## config.mk

```make
export PLATFORM = sky130hd
export DESIGN_NAME = edo_page_ctrl
export DESIGN_NICKNAME = d
export VERILOG_FILES = /design/src/rtl/edo_pkg.sv /design/src/rtl/edo_timer.sv /design/src/rtl/edo_row_tracker.sv /design/src/rtl/edo_seq.sv /design/src/rtl/edo_page_ctrl.sv
export SDC_FILE = /design/constraint.sdc
export NUM_CORES = 1
export LEC_CHECK = 0
export ABC_CLOCK_PERIOD_IN_PS = 2200
export BUFFER_PORTS_ARGS = -buffer_cell sky130_fd_sc_hd__clkbuf_2
export CORE_MARGIN = 1.5
export CORE_UTILIZATION = 30
export CTS_CLUSTER_DIAMETER = 30
export DETAILED_ROUTE_END_ITERATION = 10
export RECOVER_POWER = 100
export SYNTH_ARGS = -nofsm -noshare
export SYNTH_HDL_FRONTEND = slang
export SYNTH_SLANG_ARGS = --single-unit
```

## constraint.sdc

```tcl
create_clock -name clk -period 2.2 [get_ports clk]
set_input_delay 0.44 -clock clk [delete_from_list [all_inputs] [get_ports clk]]
set_output_delay 0.44 -clock clk [all_outputs]
set_load 0.02 [all_outputs]
```

## src/rtl/edo_pkg.sv

```systemverilog
package edo_pkg;

  typedef enum logic [2:0] {
    ST_IDLE = 3'd0,
    ST_RCD  = 3'd1,
    ST_WSET = 3'd2,
    ST_CAS  = 3'd3,
    ST_OPEN = 3'd4,
    ST_PRE  = 3'd5
  } edo_state_e;

endpackage

```

## src/rtl/edo_timer.sv

```systemverilog
module edo_timer #(
  parameter int CNT_W = 2
) (
  input  logic             clk,
  input  logic             rst_n,
  input  logic             load,
  input  logic [CNT_W-1:0] load_val,
  output logic             done
);

  logic [CNT_W-1:0] cnt_q, cnt_d;

  always_comb begin
    cnt_d = cnt_q;
    if (load) begin
      cnt_d = load_val;
    end else if (cnt_q != '0) begin
      cnt_d = cnt_q - 1'b1;
    end
  end

  always_ff @(posedge clk or negedge rst_n) begin
    if (!rst_n) begin
      cnt_q <= '0;
    end else begin
      cnt_q <= cnt_d;
    end
  end

  assign done = (cnt_q == '0);

endmodule

```

## src/rtl/edo_row_tracker.sv

```systemverilog
module edo_row_tracker #(
  parameter int ROW_W = 8
) (
  input  logic             clk,
  input  logic             rst_n,
  input  logic             open_en,
  input  logic             close_en,
  input  logic [ROW_W-1:0] open_row,
  input  logic [ROW_W-1:0] cmp_row,
  output logic             hit
);

  logic [ROW_W-1:0] row_q, row_d;
  logic             valid_q, valid_d;

  always_comb begin
    row_d   = row_q;
    valid_d = valid_q;
    if (close_en) begin
      valid_d = 1'b0;
    end else if (open_en) begin
      valid_d = 1'b1;
      row_d   = open_row;
    end
  end

  always_ff @(posedge clk or negedge rst_n) begin
    if (!rst_n) begin
      row_q   <= '0;
      valid_q <= 1'b0;
    end else begin
      row_q   <= row_d;
      valid_q <= valid_d;
    end
  end

  assign hit = valid_q && (row_q == cmp_row);

  AST_OPEN_CLOSE_EXCL: assert property (@(posedge clk) disable iff (!rst_n)
    !(open_en && close_en));

  AST_CLOSE_ONLY_OPEN: assert property (@(posedge clk) disable iff (!rst_n)
    close_en |-> valid_q);

endmodule

```

## src/rtl/edo_seq.sv

```systemverilog
module edo_seq
  import edo_pkg::*;
#(
  parameter int ROW_W  = 8,
  parameter int COL_W  = 8,
  parameter int DATA_W = 16,
  parameter int LANES  = 2,
  parameter int CNT_W  = 2,
  parameter int T_RCD  = 2,
  parameter int T_CAS  = 2,
  parameter int T_CP   = 1,
  parameter int T_RP   = 3
) (
  input  logic                   clk,
  input  logic                   rst_n,
  input  logic                   req_valid,
  output logic                   req_ready,
  input  logic                   req_write,
  input  logic [ROW_W+COL_W-1:0] req_addr,
  input  logic [LANES-1:0]       req_be,
  input  logic [DATA_W-1:0]      req_wdata,
  output logic                   rd_valid,
  output logic [DATA_W-1:0]      rd_data,
  input  logic                   ref_req,
  output logic                   ref_gnt,
  input  logic                   row_hit,
  output logic                   row_open,
  output logic                   row_close,
  input  logic                   tmr_done,
  output logic                   tmr_load,
  output logic [CNT_W-1:0]       tmr_val,
  output logic [((ROW_W > COL_W) ? ROW_W : COL_W)-1:0] dram_addr,
  output logic                   dram_ras_n,
  output logic                   dram_cas_n,
  output logic [LANES-1:0]       dram_we_n,
  output logic                   dram_oe_n,
  output logic [DATA_W-1:0]      dram_dq_out,
  output logic                   dram_dq_oe,
  input  logic [DATA_W-1:0]      dram_dq_in
);

  localparam int ADDR_W = ROW_W + COL_W;
  localparam int PIN_W  = (ROW_W > COL_W) ? ROW_W : COL_W;
  localparam int MON_W  = CNT_W + 2;
  localparam logic [CNT_W-1:0] L_RCD = CNT_W'(T_RCD - 1);
  localparam logic [CNT_W-1:0] L_CAS = CNT_W'(T_CAS - 1);
  localparam logic [CNT_W-1:0] L_CP  = CNT_W'(T_CP - 1);
  localparam logic [CNT_W-1:0] L_RP  = CNT_W'(T_RP - 1);

  edo_state_e        state_q, state_d;
  logic              ras_n_q, ras_n_d;
  logic              cas_n_q, cas_n_d;
  logic [LANES-1:0]  we_n_q, we_n_d;
  logic              oe_n_q, oe_n_d;
  logic [PIN_W-1:0]  addr_q, addr_d;
  logic [DATA_W-1:0] dq_out_q, dq_out_d;
  logic              dq_oe_q, dq_oe_d;
  logic              cur_wr_q, cur_wr_d;
  logic [COL_W-1:0]  cur_col_q, cur_col_d;
  logic [LANES-1:0]  cur_be_q, cur_be_d;
  logic [DATA_W-1:0] cur_wd_q, cur_wd_d;
  logic              rd_cap_q, rd_cap_d;
  logic              rd_valid_q, rd_valid_d;
  logic [DATA_W-1:0] rd_data_q, rd_data_d;

  logic             accept;
  logic [ROW_W-1:0] in_row;
  logic [COL_W-1:0] in_col;

  assign in_row = req_addr[ADDR_W-1:COL_W];
  assign in_col = req_addr[COL_W-1:0];

  always_comb begin
    req_ready = 1'b0;
    if (state_q == ST_IDLE) begin
      req_ready = !ref_req;
    end else if (state_q == ST_OPEN) begin
      req_ready = tmr_done && !ref_req && row_hit && (!req_write || oe_n_q);
    end
  end

  assign accept  = req_valid && req_ready;
  assign ref_gnt = (state_q == ST_IDLE) && ref_req;

  always_comb begin
    state_d    = state_q;
    ras_n_d    = ras_n_q;
    cas_n_d    = cas_n_q;
    we_n_d     = we_n_q;
    oe_n_d     = oe_n_q;
    addr_d     = addr_q;
    dq_out_d   = dq_out_q;
    dq_oe_d    = dq_oe_q;
    cur_wr_d   = cur_wr_q;
    cur_col_d  = cur_col_q;
    cur_be_d   = cur_be_q;
    cur_wd_d   = cur_wd_q;
    rd_cap_d   = 1'b0;
    rd_valid_d = rd_cap_q;
    rd_data_d  = rd_cap_q ? dram_dq_in : rd_data_q;
    tmr_load   = 1'b0;
    tmr_val    = '0;
    row_open   = 1'b0;
    row_close  = 1'b0;

    if (accept) begin
      cur_wr_d  = req_write;
      cur_col_d = in_col;
      cur_be_d  = req_be;
      cur_wd_d  = req_wdata;
    end

    unique case (state_q)
      ST_IDLE: begin
        if (accept) begin
          row_open = 1'b1;
          ras_n_d  = 1'b0;
          addr_d   = PIN_W'(in_row);
          tmr_load = 1'b1;
          tmr_val  = L_RCD;
          state_d  = ST_RCD;
        end
      end
      ST_RCD: begin
        if (tmr_done) begin
          addr_d = PIN_W'(cur_col_q);
          if (cur_wr_q) begin
            we_n_d   = ~cur_be_q;
            dq_out_d = cur_wd_q;
            dq_oe_d  = 1'b1;
            state_d  = ST_WSET;
          end else begin
            cas_n_d  = 1'b0;
            oe_n_d   = 1'b0;
            tmr_load = 1'b1;
            tmr_val  = L_CAS;
            state_d  = ST_CAS;
          end
        end
      end
      ST_WSET: begin
        cas_n_d  = 1'b0;
        tmr_load = 1'b1;
        tmr_val  = L_CAS;
        state_d  = ST_CAS;
      end
      ST_CAS: begin
        if (tmr_done) begin
          cas_n_d  = 1'b1;
          we_n_d   = '1;
          dq_oe_d  = 1'b0;
          rd_cap_d = !cur_wr_q;
          tmr_load = 1'b1;
          tmr_val  = L_CP;
          state_d  = ST_OPEN;
        end
      end
      ST_OPEN: begin
        if (rd_cap_q) begin
          oe_n_d = 1'b1;
        end
        if (tmr_done) begin
          if (accept) begin
            addr_d = PIN_W'(in_col);
            if (req_write) begin
              we_n_d   = ~req_be;
              dq_out_d = req_wdata;
              dq_oe_d  = 1'b1;
              state_d  = ST_WSET;
            end else begin
              cas_n_d  = 1'b0;
              oe_n_d   = 1'b0;
              tmr_load = 1'b1;
              tmr_val  = L_CAS;
              state_d  = ST_CAS;
            end
          end else if (ref_req || (req_valid && !row_hit)) begin
            ras_n_d   = 1'b1;
            row_close = 1'b1;
            tmr_load  = 1'b1;
            tmr_val   = L_RP;
            state_d   = ST_PRE;
          end
        end
      end
      ST_PRE: begin
        if (tmr_done) begin
          state_d = ST_IDLE;
        end
      end
      default: begin
        state_d = ST_IDLE;
      end
    endcase
  end

  always_ff @(posedge clk or negedge rst_n) begin
    if (!rst_n) begin
      state_q    <= ST_IDLE;
      ras_n_q    <= 1'b1;
      cas_n_q    <= 1'b1;
      we_n_q     <= '1;
      oe_n_q     <= 1'b1;
      addr_q     <= '0;
      dq_out_q   <= '0;
      dq_oe_q    <= 1'b0;
      cur_wr_q   <= 1'b0;
      cur_col_q  <= '0;
      cur_be_q   <= '0;
      cur_wd_q   <= '0;
      rd_cap_q   <= 1'b0;
      rd_valid_q <= 1'b0;
      rd_data_q  <= '0;
    end else begin
      state_q    <= state_d;
      ras_n_q    <= ras_n_d;
      cas_n_q    <= cas_n_d;
      we_n_q     <= we_n_d;
      oe_n_q     <= oe_n_d;
      addr_q     <= addr_d;
      dq_out_q   <= dq_out_d;
      dq_oe_q    <= dq_oe_d;
      cur_wr_q   <= cur_wr_d;
      cur_col_q  <= cur_col_d;
      cur_be_q   <= cur_be_d;
      cur_wd_q   <= cur_wd_d;
      rd_cap_q   <= rd_cap_d;
      rd_valid_q <= rd_valid_d;
      rd_data_q  <= rd_data_d;
    end
  end

  assign dram_addr   = addr_q;
  assign dram_ras_n  = ras_n_q;
  assign dram_cas_n  = cas_n_q;
  assign dram_we_n   = we_n_q;
  assign dram_oe_n   = oe_n_q;
  assign dram_dq_out = dq_out_q;
  assign dram_dq_oe  = dq_oe_q;
  assign rd_valid    = rd_valid_q;
  assign rd_data     = rd_data_q;

  // Strobe-width monitors feeding the timing assertions below
  logic [MON_W-1:0] ras_hi_q, cas_lo_q;

  always_ff @(posedge clk or negedge rst_n) begin
    if (!rst_n) begin
      ras_hi_q <= MON_W'(T_RP);
      cas_lo_q <= '0;
    end else begin
      if (!ras_n_q) begin
        ras_hi_q <= '0;
      end else if (ras_hi_q != '1) begin
        ras_hi_q <= ras_hi_q + 1'b1;
      end
      if (cas_n_q) begin
        cas_lo_q <= '0;
      end else if (cas_lo_q != '1) begin
        cas_lo_q <= cas_lo_q + 1'b1;
      end
    end
  end

  AST_CAS_UNDER_RAS: assert property (@(posedge clk) disable iff (!rst_n)
    !cas_n_q |-> !ras_n_q);

  AST_READ_NO_WE: assert property (@(posedge clk) disable iff (!rst_n)
    !oe_n_q |-> (&we_n_q));

  AST_PRECHARGE_MIN: assert property (@(posedge clk) disable iff (!rst_n)
    $fell(ras_n_q) |-> (ras_hi_q >= MON_W'(T_RP)));

  AST_CAS_WIDTH: assert property (@(posedge clk) disable iff (!rst_n)
    $rose(cas_n_q) |-> (cas_lo_q == MON_W'(T_CAS)));

  AST_EARLY_WE: assert property (@(posedge clk) disable iff (!rst_n)
    ($fell(cas_n_q) && !(&we_n_q)) |-> (!(&$past(we_n_q)) && $past(dq_oe_q) && oe_n_q));

  AST_OE_OFF_BEFORE_DRIVE: assert property (@(posedge clk) disable iff (!rst_n)
    $rose(dq_oe_q) |-> ($past(oe_n_q) && oe_n_q));

  AST_REF_GNT_IDLE: assert property (@(posedge clk) disable iff (!rst_n)
    ref_gnt |-> (ras_n_q && cas_n_q && !req_ready));

endmodule

```

## src/rtl/edo_page_ctrl.sv

```systemverilog
module edo_page_ctrl #(
  parameter int ROW_W  = 8,
  parameter int COL_W  = 8,
  parameter int DATA_W = 16,
  parameter int T_RCD  = 2,
  parameter int T_CAS  = 2,
  parameter int T_CP   = 1,
  parameter int T_RP   = 3
) (
  input  logic                   clk,
  input  logic                   rst_n,
  input  logic                   req_valid,
  output logic                   req_ready,
  input  logic                   req_write,
  input  logic [ROW_W+COL_W-1:0] req_addr,
  input  logic [DATA_W/8-1:0]    req_be,
  input  logic [DATA_W-1:0]      req_wdata,
  output logic                   rd_valid,
  output logic [DATA_W-1:0]      rd_data,
  input  logic                   ref_req,
  output logic                   ref_gnt,
  output logic [((ROW_W > COL_W) ? ROW_W : COL_W)-1:0] dram_addr,
  output logic                   dram_ras_n,
  output logic                   dram_cas_n,
  output logic [DATA_W/8-1:0]    dram_we_n,
  output logic                   dram_oe_n,
  output logic [DATA_W-1:0]      dram_dq_out,
  output logic                   dram_dq_oe,
  input  logic [DATA_W-1:0]      dram_dq_in
);

  localparam int LANES  = DATA_W / 8;
  localparam int ADDR_W = ROW_W + COL_W;
  localparam int T_M1   = (T_RCD > T_CAS) ? T_RCD : T_CAS;
  localparam int T_M2   = (T_CP > T_RP) ? T_CP : T_RP;
  localparam int TMAX   = (T_M1 > T_M2) ? T_M1 : T_M2;
  localparam int CNT_W  = (TMAX > 1) ? $clog2(TMAX) : 1;

  logic             row_hit, row_open, row_close;
  logic             tmr_done, tmr_load;
  logic [CNT_W-1:0] tmr_val;

  edo_timer #(.CNT_W(CNT_W)) timer_i (
    .clk      (clk),
    .rst_n    (rst_n),
    .load     (tmr_load),
    .load_val (tmr_val),
    .done     (tmr_done)
  );

  edo_row_tracker #(.ROW_W(ROW_W)) rows_i (
    .clk      (clk),
    .rst_n    (rst_n),
    .open_en  (row_open),
    .close_en (row_close),
    .open_row (req_addr[ADDR_W-1:COL_W]),
    .cmp_row  (req_addr[ADDR_W-1:COL_W]),
    .hit      (row_hit)
  );

  edo_seq #(
    .ROW_W (ROW_W), .COL_W (COL_W), .DATA_W (DATA_W), .LANES (LANES),
    .CNT_W (CNT_W), .T_RCD (T_RCD), .T_CAS (T_CAS), .T_CP (T_CP), .T_RP (T_RP)
  ) seq_i (
    .clk         (clk),
    .rst_n       (rst_n),
    .req_valid   (req_valid),
    .req_ready   (req_ready),
    .req_write   (req_write),
    .req_addr    (req_addr),
    .req_be      (req_be),
    .req_wdata   (req_wdata),
    .rd_valid    (rd_valid),
    .rd_data     (rd_data),
    .ref_req     (ref_req),
    .ref_gnt     (ref_gnt),
    .row_hit     (row_hit),
    .row_open    (row_open),
    .row_close   (row_close),
    .tmr_done    (tmr_done),
    .tmr_load    (tmr_load),
    .tmr_val     (tmr_val),
    .dram_addr   (dram_addr),
    .dram_ras_n  (dram_ras_n),
    .dram_cas_n  (dram_cas_n),
    .dram_we_n   (dram_we_n),
    .dram_oe_n   (dram_oe_n),
    .dram_dq_out (dram_dq_out),
    .dram_dq_oe  (dram_dq_oe),
    .dram_dq_in  (dram_dq_in)
  );

endmodule

```

==> results of run 1 <==
-- flip-flops by register name (all words and copies together) (netlist names), 2 cells and up --
name and count:
seq_i.rd_data 16, timer_i.cnt_q 2, rows_i.row_q 8, seq_i.cur_col_q 8
seq_i.state_q 3, seq_i.dram_we_n 2, seq_i.dram_dq_out 16, seq_i.dram_addr 8
seq_i.cur_wd_q 16, seq_i.cur_be_q 2
-- cell families after synthesis --
kind of cell               count (synthesis)
and+or+nand+nor                           81
muxes                                     83
AOI/OAI and AO/OA                         65
xor gates and xnor gates                  10
adders and majority gates                  1
DFF                                       89
buffers and inverters                     25
-- through the flow --
step                instance area (µm²)  total power [mW]
global route                       5416             8.607
detailed placement                 5040             6.496
CTS                                5380             8.035
finish                             5416             8.007
global placement                   5040             6.390
floorplan                          4148             5.359
-- metal layers --
layer / global-route usage / share of wire / up-vias
met5: 0 / 0 / -
met4: 0.04044 / 0.014 / 0
met3: 0.05283 / 0.059 / 12
met2: 0.2216 / 0.48 / 85
met1: 0.1758 / 0.44 / 1514
li1: - / - / 1507
-- how the worst max path moves through the flow --
stage	to	slack, ns
floorplan	timer_i.cnt_q[0]$_DFFE_PN0P_	0.13
global placement	seq_i.dram_addr[3]$_DFFE_PN0P_	-0.04
detailed placement	seq_i.dram_addr[0]$_DFFE_PN0P_	-0.07
CTS	req_ready	0.01
global route	req_ready	-0.14
finish	req_ready	-0.02
-- worst reg2reg max path, cell delays in order (launching register included) --
cell     delay (ns)
dfrtp_1        0.42
xnor2_2        0.17
nand4_1        0.16
buf_4          0.18
nor4_2         0.25
buf_4          0.16
a21oi_4        0.04
a21oi_4        0.16
buf_12         0.14
mux2_2         0.34
-- area by class of cell --
type                            instances  area (µm²)  share of cell area
Clock buffer                           11       242.7             0.04481
Clock inverter                          4       30.03            0.005544
Multi-Input combinational cell        240        1899              0.3507
Inverter                                4       15.01            0.002772
Sequential cell                        89        2233              0.4123
Tap cell                              176       220.2             0.04066
Timing Repair Buffer                  133       775.7              0.1432
-- repair_timing --
action,CTS,global route
cloned,0,0
gates resized for setup,8,6
setup buffers,2,2
setup endpoints to repair,1,38
pin swaps,6,3
-- power groups by stage --
stage                     Combinational, mW  Sequential [mW]  Clock (mW)
final                                  3.68             2.91        1.41
after global placement                 3.50             2.89           0
after CTS                              3.64             2.92        1.47
after detailed placement               3.57             2.93           0
after global routing                   4.05             3.02        1.54
after floorplan                        2.02             3.34           0
-- synthesized netlist by cell type, drive strengths merged (4+ instances only) --
cell,count
a211oi,8
dfrtp,84
nand3,7
nor2,14
dfstp,5
a21oi,22
xnor2,8
inv,4
nor2b,11
buf,9
mux2,59
mux2i,24
nand2,27
o21ai,21
clkbuf,12
nor3,5
==> flow_metrics.py, run 1 <==
metrics = {
    "worst_setup_path": {
        "end_kind": "output port",
        "path_delay_family": "simple AND/OR/NAND/NOR gates",
        "start_kind": "flip-flop",
        "r2r-start": "rows_i.row_q[1]$_DFFE_PN0P_",
        "critPathLaunch": "rows_i.row_q[1]$_DFFE_PN0P_",
        "cpMaxStageDelayCell": "dfrtp_1",
        "cp_num_buf_inv": 1,
        "r2r_end": "seq_i.dram_addr[2]$_DFFE_PN0P_",
        "cp_cell_sequence": "xnor2_2 -> nand4_1 -> nor3_2 -> nand3_1 -> a21oi_2 -> buf_6",
        "crit_required_ns": 1.76,
        "r2r.worst_path.cells": 9,
        "path_class": "reg2out",
        "worstPathArrival_ns": 1.78,
        "reg2reg_slack_ns": 0.06,
        "slowest_delay_ns": 0.42,
        "path_depth": 6,
        "critPathMaxFanout": 2,
    },
    "logic_synthesis": {
        "synth_top_area_frac": 0.5068,
        "ys_types": 43,
        "synth_ff_type": "dfrtp_1",
        "yosys-mux-area-fraction": 0.2181,
        "synth_simple_gate_area_frac": 0.09834,
        "syn_area_per_cell_um2": 11.72,
        "yosys_register_bits": 89,
        "synth_top_family_by_area": "multiplexers",
        "synthArstFlopShare": 1.000,
        "ys_seq_area_frac": 0.5385,
        "synth_area_leaders": "dfrtp_1 (51%), mux2_2 (16%), mux2i_1 (5.8%)",
        "synth_fa_ha_area_frac": 0.003017,
        "synthXorXnorAreaFrac": 0.02112,
        "yosysWarnings": 0,
        "synth_compound_area_frac": 0.09623,
        "yosysTopAreaCell": "dfrtp_1",
        "syn-cell-area_um2": 4148,
        "synth-edff-count": 0,
        "synth_cells": 354,
        "postSynthNetCount": 410,
    },
    "drt": {
        "wl_per_cell_um": 14.58,
        "num_vias": 3118,
        "ant_nets": 0,
        "drt_iter0_drc": 139,
        "drt-total-wl_um": 9580,
        "post-route-drc-count": 0,
        "vias_per_cell": 4.746,
        "drt_pass1_iterations": 4,
    },
    "pwr": {
        "switching_share": 0.3829,
        "comb_power_share": 0.460,
        "leakage_nw": 2.467,
        "irDropWorstVdd_mv": 0.6515,
        "seqPwrFrac": 0.364,
        "clkPwrFrac": 0.176,
        "power_density_nw_per_um2": 1478,
        "p_int_mw": 4.941,
        "p_switching_mw": 3.066,
    },
    "finish": {
        "finalNonFillerCells": 657,
        "postLayoutCoreUtil": 0.4058,
        "syn2layout_area_growth_pct": 30.59,
        "nets": 533,
        "fill_cells": 1319,
        "final_common_cell": "clkbuf_2",
        "drive_gt1_frac": 0.4740,
        "final_cell_mix": "clkbuf_2 (102), dfrtp_1 (84), mux2_2 (59), nand2_1 (27), buf_4 (26)",
        "antenna_cells": 0,
    },
    "clock_network": {
        "ctsLongestPathBuffers": 2,
        "cts_tree": "done",
        "cts-htree-levels": 3,
        "clk_latency_ns": 0.35,
        "numCtsBuffers": 9,
        "clock_sinks": 89,
        "cts_root_buf": "clkbuf_16",
        "hold_buffers": 0,
        "clkTransAtPathRegs_ns": 0.06,
    },
    "die": {
        "boundaryPins": 104,
        "die_w_um": 120.6,
        "dieArea_um2": 14540,
        "fp.coreArea_um2": 13350,
        "fp-row-count": 42,
        "start_util": 0.3107,
        "die_y_um": 120.6,
    },
    "global_route": {
        "grt_max_degree": 47,
        "grt_pass1_wl_um": 15570,
        "grt_overflow": 0,
        "antenna_found_initial": 0,
        "grtUsageTotal": 0.1390,
        "grt_pass1_vias": 3097,
    },
    "outcome": {
        "violations": "negative setup slack",
        "status": "finished with violations",
    },
    "place": {
        "numPortBuffers": 103,
        "dp_hpwl_um": 6854,
        "gp_congestion": 0.7924,
        "post-place-ws_ns": -0.06698,
        "place_inst": 638,
    },
    "timing": {
        "timing.final.crit_share": 1.010,
        "drv_slew": 0,
        "max_freq_ghz": 0.4502,
        "finalSetupViolations": 1,
        "hold_violations": 0,
        "timing.hold.ws_ns": 0.2917,
        "fin_crit_ns": 2.221,
        "skew_ns": 0.006894,
        "fin_ws_ns": -0.02124,
        "rsz0062_at_grt": "true",
        "max-slew-margin-rel": 0.2592,
        "final.setup.tns_ns": -0.02124,
        "worstMarginPinSlew_ns": 1.111,
    },
    "run": {
        "max_cap_viol_count": 0,
    },
    "hold_path": {
        "hold_path.class": "in2async",
    },
}
Power figures use the tool's default switching activity.
==> run 2, diff against run 1 <==
--- a/config.mk
+++ b/config.mk
@@ -5,6 +5,7 @@
 export SDC_FILE = /design/constraint.sdc
 export NUM_CORES = 1
 export LEC_CHECK = 0
+export ABC_AREA = 1
 export ABC_CLOCK_PERIOD_IN_PS = 2200
 export BUFFER_PORTS_ARGS = -buffer_cell sky130_fd_sc_hd__clkbuf_2
 export CORE_MARGIN = 1.5
==> flow_metrics.py, run 2 <==
metrics = {
    "finish": {
        "final_common_cell": "nand2_1",
        "postLayoutCoreUtil": 0.3882,
        "final_cell_mix": "nand2_1 (142), dfrtp_1 (83), clkbuf_2 (61), inv_1 (59), clkbuf_1 (47)",
        "design_area_um2": 5368,
        "syn2layout_area_growth_pct": 27.19,
        "antenna_cells": 0,
        "drive_gt1_frac": 0.2401,
        "nets": 680,
        "finalNonFillerCells": 809,
    },
    "clock_network": {
        "cts_tree": "done",
        "clock_sinks": 89,
        "cts-htree-levels": 3,
        "numCtsBuffers": 9,
        "cts_root_buf": "clkbuf_16",
        "hold_buffers": 0,
        "ctsLongestPathBuffers": 2,
        "clk_latency_ns": 0.34,
        "clkTransAtPathRegs_ns": 0.06,
    },
    "timing": {
        "skew_ns": 0.008731,
        "hold_violations": 0,
        "timing.hold.ws_ns": 0.3101,
        "finalSetupViolations": 0,
        "rsz0062_at_grt": "true",
        "max-slew-margin-rel": 0.1186,
        "fin_ws_ns": 0.04551,
        "drv_slew": 0,
        "max_freq_ghz": 0.4641,
        "timing.final.crit_share": 0.9793,
        "final.setup.tns_ns": 0,
        "fin_crit_ns": 2.154,
        "worstMarginPinSlew_ns": 1.322,
    },
    "pwr": {
        "leakage_nw": 2.679,
        "irDropWorstVdd_mv": 0.5961,
        "power_density_nw_per_um2": 1538,
        "clkPwrFrac": 0.187,
        "switching_share": 0.4220,
        "p_int_mw": 4.771,
        "p_switching_mw": 3.483,
        "seqPwrFrac": 0.350,
        "comb_power_share": 0.463,
        "finalPower_mw": 8.254,
    },
    "place": {
        "dp_hpwl_um": 7996,
        "gp_congestion": 0.9193,
        "numPortBuffers": 103,
        "place_inst": 787,
        "post_dp_cell_area_um2": 5041,
        "post-place-ws_ns": 0.08042,
    },
    "drt": {
        "wl_per_cell_um": 13.20,
        "vias_per_cell": 4.600,
        "drt_iter0_drc": 252,
        "drt_pass1_iterations": 4,
        "num_vias": 3721,
        "drt-total-wl_um": 10680,
        "post-route-drc-count": 0,
        "ant_nets": 0,
    },
    "hold_path": {
        "hold_depth": 3,
        "holdPathEnd": "seq_i.cur_wd_q[14]$_DFFE_PN0P_",
        "hold_path.class": "in2reg",
        "min_from": "req_wdata[14]",
    },
    "worst_setup_path": {
        "r2r_end": "seq_i.dram_addr[2]$_DFFE_PN0P_",
        "end_kind": "output port",
        "reg2reg_slack_ns": 0.15,
        "crit_required_ns": 1.76,
        "r2r.worst_path.cells": 15,
        "worstPathArrival_ns": 1.71,
        "start_kind": "flip-flop",
        "path_class": "reg2out",
        "critPathMaxFanout": 3,
        "r2r-start": "timer_i.cnt_q[0]$_DFFE_PN0P_",
    },
    "logic_synthesis": {
        "synth_top_area_frac": 0.4981,
        "yosysMostFrequentCell": "nand2_1",
        "syn-cell-area_um2": 4220,
        "ys_seq_area_frac": 0.5292,
        "synth_area_leaders": "dfrtp_1 (50%), nand2_1 (13%), inv_1 (5.4%)",
        "synth_cells": 504,
        "syn_area_per_cell_um2": 8.374,
        "synthArstFlopShare": 1.000,
        "netlist_top_cells_count": "nand2_1 (144), dfrtp_1 (84), inv_1 (61), o21ai_1 (43), o21ai_0 (42)",
        "yosysTopAreaCell": "dfrtp_1",
        "yosys_register_bits": 89,
        "postSynthNetCount": 560,
        "synth_ff_type": "dfrtp_1",
        "synth-edff-count": 0,
        "yosysWarnings": 0,
        "ys_types": 36,
    },
    "global_route": {
        "grt_pass1_wl_um": 17350,
        "antenna_found_initial": 0,
        "grt_pass1_vias": 3580,
        "grt_max_degree": 52,
        "grtUsageTotal": 0.1509,
        "grt_overflow": 0,
    },
    "die": {
        "die_y_um": 121.6,
        "dieArea_um2": 14790,
        "start_util": 0.3052,
        "fp-row-count": 43,
        "boundaryPins": 104,
        "fp.coreArea_um2": 13830,
        "die_w_um": 121.6,
    },
    "run": {
        "max_cap_viol_count": 0,
    },
    "outcome": {
        "status": "finished, final reports clean",
    },
}
-- run 2: worst max-delay path by stage --
stage                                       startpoint                             end  slack [ns]  cells after the start
after floorplan           timer_i.cnt_q[0]$_DFFE_PN0P_  seq_i.dram_addr[3]$_DFFE_PN0P_        0.22                     15
after global placement                    req_addr[11]  seq_i.dram_addr[3]$_DFFE_PN0P_        0.11                     16
after detailed placement                  req_addr[13]  seq_i.dram_addr[1]$_DFFE_PN0P_        0.08                     16
after CTS                 timer_i.cnt_q[1]$_DFFE_PN0P_                       req_ready       -0.02                      9
after global routing      seq_i.state_q[0]$_DFFE_PN0P_                       req_ready       -0.08                      8
final                     timer_i.cnt_q[0]$_DFFE_PN0P_                       req_ready        0.05                      9
-- run 2: area by class of cell --
class | instances | area, µm²
fill | 1412 | 8459
sequential | 89 | 2235
inverter | 74 | 280.3
clock inverter | 4 | 51.30
multi-input combinational | 321 | 1657
tap | 180 | 225.2
timing repair buffer | 129 | 673.1
clock buffer | 12 | 246.5
-- run 2: cells by family (layout without fill, tap and decap cells) --
logic type	after synthesis	in the layout	synth area share
multiplexers	18	18	0.04744
flip-flops	89	89	0.5292
adder cells (fa/ha/maj)	1	1	0.002964
XOR/XNOR	2	2	0.004151
buffers and inverters	94	219	0.08894
AO/OA/AOI/OAI	108	108	0.1423
AND/OR/NAND/NOR	192	192	0.1850
-- run 2: worst max-delay path, stage by stage (launching register included) --
cell	delay (ns)
dfrtp_1	0.39
inv_2	0.08
ha_4	0.13
inv_2	0.05
nor2_4	0.11
nand2_1	0.05
nor2_1	0.11
nand3_1	0.12
a21oi_2	0.16
clkbuf_8	0.16
-- run 2: power by group through the flow --
stage | Sequential, mW | Clock [mW] | Combinational [mW]
4_1_cts | 2.89 | 1.60 | 3.84
5_1_grt | 2.98 | 1.67 | 4.29
2_1_floorplan | 3.27 | 0 | 2.15
3_5_place_dp | 2.91 | 0 | 3.72
3_3_place_gp | 2.87 | 0 | 3.64
6_report | 2.89 | 1.55 | 3.82
-- run 2: per-layer routing --
| layer | GRT usage | share of wire |
|---|---|---|
| met5 | 0 | 0 |
| met4 | 0.05000 | 0.021 |
| met3 | 0.03464 | 0.054 |
| met2 | 0.2553 | 0.48 |
| met1 | 0.1905 | 0.44 |
-- run 2: what timing repair did --
| item | 4_1_cts | 5_1_grt |
|---|---|---|
| setup endpoints to repair | 1 | 35 |
| hold endpoints to repair | 0 | 0 |
| pin swaps | 3 | 4 |
| resized for setup | 8 | 11 |
| setup buffers | 4 | 2 |
